==> src/rtl/byte_ld_pkg.sv <==
package byte_ld_pkg;

    localparam int XLEN    = 64;
    localparam int WLEN    = 32;
    localparam int IDXW    = 5;
    localparam int BYTEW   = 8;
    localparam int IMM9W   = 9;
    localparam int IMM12W  = 12;
    localparam logic [IDXW-1:0] SP_IDX = 5'd31;

    localparam logic [10:0] OPC_INDEXED = 11'b00111000010;
    localparam logic [9:0]  OPC_UOFS    = 10'b0011100101;

    typedef enum logic [1:0] {
        FORM_NONE = 2'd0,
        FORM_POST = 2'd1,
        FORM_PRE  = 2'd2,
        FORM_UOFS = 2'd3
    } form_e;

    typedef enum logic [1:0] {
        ST_IDLE = 2'd0,
        ST_REQ  = 2'd1,
        ST_WAIT = 2'd2
    } state_e;

    typedef struct packed {
        form_e             form;
        logic [IDXW-1:0]   base_idx;
        logic [IDXW-1:0]   dst_idx;
        logic [XLEN-1:0]   offset;
        logic              post;
        logic              wback;
    } dec_t;

    function automatic dec_t decode_word(input logic [31:0] w);
        dec_t d;
        d          = '0;
        d.form     = FORM_NONE;
        d.base_idx = w[9:5];
        d.dst_idx  = w[4:0];
        if (w[31:21] == OPC_INDEXED && w[10]) begin
            d.form   = w[11] ? FORM_PRE : FORM_POST;
            d.offset = {{(XLEN-IMM9W){w[20]}}, w[20:12]};
            d.post   = !w[11];
            d.wback  = 1'b1;
        end else if (w[31:22] == OPC_UOFS) begin
            d.form   = FORM_UOFS;
            d.offset = {{(XLEN-IMM12W){1'b0}}, w[21:10]};
            d.post   = 1'b0;
            d.wback  = 1'b0;
        end
        // same base and destination on a general register: keep data, drop base update
        if (d.wback && d.base_idx == d.dst_idx && d.base_idx != SP_IDX)
            d.wback = 1'b0;
        return d;
    endfunction

endpackage

==> src/rtl/byte_ld_decode.sv <==
module byte_ld_decode
    import byte_ld_pkg::*;
(
    input  logic [31:0] instr_word,
    output dec_t        dec,
    output logic        legal
);
    always_comb begin
        dec   = decode_word(instr_word);
        legal = (dec.form != FORM_NONE);
    end
endmodule

==> src/rtl/byte_ld_agen.sv <==
module byte_ld_agen
    import byte_ld_pkg::*;
#(
    parameter int SP_ALIGN_LG2 = 4
) (
    input  dec_t             dec,
    input  logic [XLEN-1:0]  gpr_base,
    input  logic [XLEN-1:0]  sp_base,
    output logic [XLEN-1:0]  acc_addr,
    output logic [XLEN-1:0]  wb_addr,
    output logic             misalign
);
    logic [XLEN-1:0] base;
    logic [XLEN-1:0] moved;
    logic            use_sp;

    always_comb begin
        use_sp   = (dec.base_idx == SP_IDX);
        base     = use_sp ? sp_base : gpr_base;
        moved    = base + dec.offset;
        acc_addr = dec.post ? base : moved;
        wb_addr  = moved;
        misalign = use_sp && (|sp_base[SP_ALIGN_LG2-1:0]);
    end
endmodule

==> src/rtl/byte_ld_ctrl.sv <==
module byte_ld_ctrl
    import byte_ld_pkg::*;
(
    input  logic              clk,
    input  logic              rst,
    input  logic              start,
    input  logic              legal,
    input  logic              misalign,
    input  dec_t              dec,
    input  logic [XLEN-1:0]   acc_addr,
    input  logic [XLEN-1:0]   wb_addr,
    input  logic              mem_rvalid,
    input  logic [BYTEW-1:0]  mem_rdata,
    output logic              busy,
    output logic              undecoded,
    output logic              align_fault,
    output logic              mem_req,
    output logic [XLEN-1:0]   mem_addr,
    output logic              dst_we,
    output logic [IDXW-1:0]   dst_idx,
    output logic [WLEN-1:0]   dst_data,
    output logic              wb_we,
    output logic [IDXW-1:0]   wb_idx,
    output logic [XLEN-1:0]   wb_data,
    output logic              sp_we,
    output logic [XLEN-1:0]   sp_data
);
    state_e            state;
    logic [XLEN-1:0]   addr_q;
    logic [XLEN-1:0]   wbv_q;
    logic              wback_q;
    logic [IDXW-1:0]   n_q;
    logic [IDXW-1:0]   t_q;
    logic              undec_q;
    logic              fault_q;
    logic              done;
    logic              base_is_sp;

    always_ff @(posedge clk) begin
        if (rst) begin
            state   <= ST_IDLE;
            addr_q  <= '0;
            wbv_q   <= '0;
            wback_q <= 1'b0;
            n_q     <= '0;
            t_q     <= '0;
            undec_q <= 1'b0;
            fault_q <= 1'b0;
        end else begin
            undec_q <= 1'b0;
            fault_q <= 1'b0;
            case (state)
                ST_IDLE: begin
                    if (start) begin
                        if (!legal) begin
                            undec_q <= 1'b1;
                        end else if (misalign) begin
                            fault_q <= 1'b1;
                        end else begin
                            addr_q  <= acc_addr;
                            wbv_q   <= wb_addr;
                            wback_q <= dec.wback;
                            n_q     <= dec.base_idx;
                            t_q     <= dec.dst_idx;
                            state   <= ST_REQ;
                        end
                    end
                end
                ST_REQ:  state <= ST_WAIT;
                ST_WAIT: if (mem_rvalid) state <= ST_IDLE;
                default: state <= ST_IDLE;
            endcase
        end
    end

    always_comb begin
        busy        = (state != ST_IDLE);
        undecoded   = undec_q;
        align_fault = fault_q;
        mem_req     = (state == ST_REQ);
        mem_addr    = addr_q;
        done        = (state == ST_WAIT) && mem_rvalid;
        base_is_sp  = (n_q == SP_IDX);
        dst_we      = done;
        dst_idx     = t_q;
        dst_data    = {{(WLEN-BYTEW){1'b0}}, mem_rdata};
        wb_we       = done && wback_q && !base_is_sp;
        wb_idx      = n_q;
        wb_data     = wbv_q;
        sp_we       = done && wback_q && base_is_sp;
        sp_data     = wbv_q;
    end
endmodule

==> src/rtl/byte_ld_agu.sv <==
module byte_ld_agu
    import byte_ld_pkg::*;
#(
    parameter int SP_ALIGN_LG2 = 4
) (
    input  logic              clk,
    input  logic              rst,
    input  logic              instr_valid,
    input  logic [31:0]       instr_word,
    output logic              busy,
    output logic              undecoded,
    output logic              align_fault,
    output logic [IDXW-1:0]   rd_idx,
    input  logic [XLEN-1:0]   rd_data,
    input  logic [XLEN-1:0]   sp_in,
    output logic              mem_req,
    output logic [XLEN-1:0]   mem_addr,
    input  logic              mem_rvalid,
    input  logic [BYTEW-1:0]  mem_rdata,
    output logic              dst_we,
    output logic [IDXW-1:0]   dst_idx,
    output logic [WLEN-1:0]   dst_data,
    output logic              wb_we,
    output logic [IDXW-1:0]   wb_idx,
    output logic [XLEN-1:0]   wb_data,
    output logic              sp_we,
    output logic [XLEN-1:0]   sp_data
);
    dec_t            dec;
    logic            legal;
    logic [XLEN-1:0] acc_addr;
    logic [XLEN-1:0] wb_addr;
    logic            misalign;
    logic            start;

    byte_ld_decode u_dec (
        .instr_word (instr_word),
        .dec        (dec),
        .legal      (legal)
    );

    byte_ld_agen #(.SP_ALIGN_LG2(SP_ALIGN_LG2)) u_agen (
        .dec      (dec),
        .gpr_base (rd_data),
        .sp_base  (sp_in),
        .acc_addr (acc_addr),
        .wb_addr  (wb_addr),
        .misalign (misalign)
    );

    assign rd_idx = dec.base_idx;
    assign start  = instr_valid && !busy;

    byte_ld_ctrl u_ctrl (
        .clk         (clk),
        .rst         (rst),
        .start       (start),
        .legal       (legal),
        .misalign    (misalign),
        .dec         (dec),
        .acc_addr    (acc_addr),
        .wb_addr     (wb_addr),
        .mem_rvalid  (mem_rvalid),
        .mem_rdata   (mem_rdata),
        .busy        (busy),
        .undecoded   (undecoded),
        .align_fault (align_fault),
        .mem_req     (mem_req),
        .mem_addr    (mem_addr),
        .dst_we      (dst_we),
        .dst_idx     (dst_idx),
        .dst_data    (dst_data),
        .wb_we       (wb_we),
        .wb_idx      (wb_idx),
        .wb_data     (wb_data),
        .sp_we       (sp_we),
        .sp_data     (sp_data)
    );
endmodule

==> config.mk <==
export PLATFORM = sky130hd
export DESIGN_NAME = byte_ld_agu
export DESIGN_NICKNAME = d
export VERILOG_FILES = /design/src/rtl/byte_ld_pkg.sv /design/src/rtl/byte_ld_decode.sv /design/src/rtl/byte_ld_agen.sv /design/src/rtl/byte_ld_ctrl.sv /design/src/rtl/byte_ld_agu.sv
export SDC_FILE = /design/constraint.sdc
export NUM_CORES = 1
export LEC_CHECK = 0
export ABC_CLOCK_PERIOD_IN_PS = 9800
export BUFFER_PORTS_ARGS = -buffer_cell sky130_fd_sc_hd__buf_4
export CAP_MARGIN = 20
export CORE_ASPECT_RATIO = 1.2
export CORE_UTILIZATION = 45
export CTS_CLUSTER_SIZE = 25
export DETAILED_ROUTE_END_ITERATION = 6
export PLACE_DENSITY = 0.78
export SYNTH_ARGS = -nofsm -noshare
export SYNTH_HDL_FRONTEND = slang
export SYNTH_HIERARCHICAL = 1
export SYNTH_SLANG_ARGS = --single-unit
==> constraint.sdc <==
create_clock -name clk -period 9.8 [get_ports clk]
set_input_delay 0.49 -clock clk [delete_from_list [all_inputs] [get_ports clk]]
set_output_delay 0.49 -clock clk [all_outputs]
set_load 0.02 [all_outputs]
==> run metrics <==
Avg Cell Area, Syn 8.52 sq um; clk root buf clkbuf_16; Final period util 0.480; initial drt markers 633; Final Skew 11.1 ps; relative slew slack 0.303; FF-to-FF Start u_ctrl/state[1]; Final Routed Wirelength 36800 microns; largest net degree at the start of global routing 150; Pleak 0.00706 uW; slowest cell on the critical path or4_1; share of layout cells above drive strength 1 0.317; Routed Antenna Nets 0; Die Wd 159 microns; CTS tree yes; clk buf depth 2; crit path max fanout 34; RSZ-0062 raised after global routing false; Required @ worst endpoint 10090 ps; Final Slew Violations 0; CP cell instances buf_4 > and3_1 > nand3_4 > buf_4 > mux2_2 > ha_1 > nand4_1 > or4_1 > a211oi_1 > o31ai_1 > a21oi_1 > o21ai_1 > o41ai_2 > xor2_1 > mux2_2 > nand2b_1 > mux2i_1; Post-CTS Setup Bufs 0; Worst-Skew Late Latency 440 ps; Final Hold Viols 0; Hold Path Class input port to flop; grt met1 use 0.276; Die H 191 microns; layout net count 1991; total track usage 0.235; status finished, final reports clean; reg2reg end u_ctrl/mem_addr[42]; Slew @ Worst Pin 1050 ps; port bufs 377; Placeable Area 29000 sq um; worst reg2reg path depth 6; vias in the first global route 10700; PwrDens 99.4 nW/um^2; Placed Cells 2113; CP Buf/Inv Count 2; global routing met3 resource utilization 0.0414; initial core utilization 0.462; Syn Inst Count 1571; hold path cells 3; worst vdd rail ir drop 97.7 uV; Cell Rows 68; final setup violation count 0; io pins 418; DR DRC count 0; wire per inst 17.1 microns; first-pass GRT wire length 56900 microns; DRT Pass-1 Iters 7; die area 30500 sq um; Worst-path clk slew 60 ps; GRT busiest layer met2; GRT Residual Overflow 0; Hold WS 347 ps; CTS Hold Buffers Added 0; Max Cap Viol 0; Tot Pwr 1570 uW; met2 Usage GRT 0.429; max frequency 213 MHz; area of the mapped netlist 13400 sq um; crit path DAT 4990 ps; Crit path max-delay family simple AND/OR/NAND/NOR gates; Largest stage delay, worst path 530 ps; FF-to-FF setup slack 7030 ps; path type of the worst setup path input port to flop; hold worst-path end u_ctrl/dst_idx[0]; Area Overhead vs Synth 17.8%; Post-DP HPWL 28500 microns; # H-tree levels 4; min cycle time layout 4700 ps; Hold Crit Start instr_word[0]; Via density 5.26; clk sinks 143; startpoint types input port; setup tns final 0 ps; Yosys warnings 6; gpl congestion 0.885; via count 11300; # diodes 0; clock buffer count from CTS 17; Finished Layout Cells 2144; Setup crit end kind flop; Post-CTS Resized 0; initial antenna violation count 0
[layout make-up]
class                   instances  area, sq um
clock buffers                  21          480
clock inverters                10          183
fillers                      2682        13200
inverters                      15         56.3
multi-input cells            1186         8830
flip-flops and latches        143         2860
well taps                     385          482
repair buffers                384         2890
[routing by layer]
| layer | routed length, microns | vias up |
|---|---|---|
| met4 | 823 | 0 |
| met5 | 0 | - |
| met2 | 18900 | 370 |
| met1 | 15400 | 5272 |
| met3 | 1640 | 56 |
| li1 | - | 5569 |
[power breakdown]
| part | total, uW | leakage, uW | switching, uW | internal, uW |
|---|---|---|---|---|
| logic | 247 | 0.00558 | 126 | 121 |
| registers | 582 | 0.00115 | 0.332 | 582 |
| clock network | 740 | 0.000329 | 263 | 477 |
[worst reg2reg max path: cells and delay by family, from the launching register on]
kind                   cells  cell delay, ps
and+or+nand+nor            3            1030
buffers and inverters      2             940
muxes                      1             390
DFF                        1             340
[how the worst max path moves through the flow]
stage | from | endpoint | depth (start not counted)
floorplan | instr_word[31] | u_ctrl/mem_addr[61] | 17
global placement | instr_word[8] | u_ctrl/mem_addr[61] | 17
detailed placement | instr_word[8] | u_ctrl/mem_addr[61] | 17
CTS | instr_word[8] | u_ctrl/mem_addr[61] | 17
global route | instr_word[31] | u_ctrl/mem_addr[57] | 18
finish | instr_word[8] | u_ctrl/mem_addr[61] | 17
[per-stage QoR]
stage / setup slack (ps) / utilization / instance area, sq um
floorplan: 3260 / - / 13500
finish: 5100 / 0.544 / 15800
CTS: 5130 / 0.544 / 15800
global route: 4670 / 0.544 / 15800
detailed placement: 4660 / 0.521 / 15100
global placement: 4740 / 0.521 / 15100
[layout by cell type, fill, tap and decap left out, drive strengths merged, types with 7 or more instances in the layout]
cell type / instances
xor2: 30
conb: 24
a22oi: 7
nor2: 74
clkbuf: 21
dfxtp: 143
o21ai: 32
a21oi: 81
a21o: 43
nand3: 8
nor3: 17
nand4: 25
o21bai: 11
inv: 15
nand2b: 280
xnor2: 33
o21a: 7
ha: 71
buf: 384
mux2i: 142
mux2: 107
nand2: 108
[state kept, by name, indices dropped and copies added, names as in the netlist]
signal	count
u_ctrl/wb_idx	5
u_ctrl/align_fault	1
u_ctrl/undecoded	1
u_ctrl/wback_q	1
u_ctrl/mem_addr	64
u_ctrl/sp_data	64
u_ctrl/state	2
u_ctrl/dst_idx	5
(Power assumes the default switching activity.)
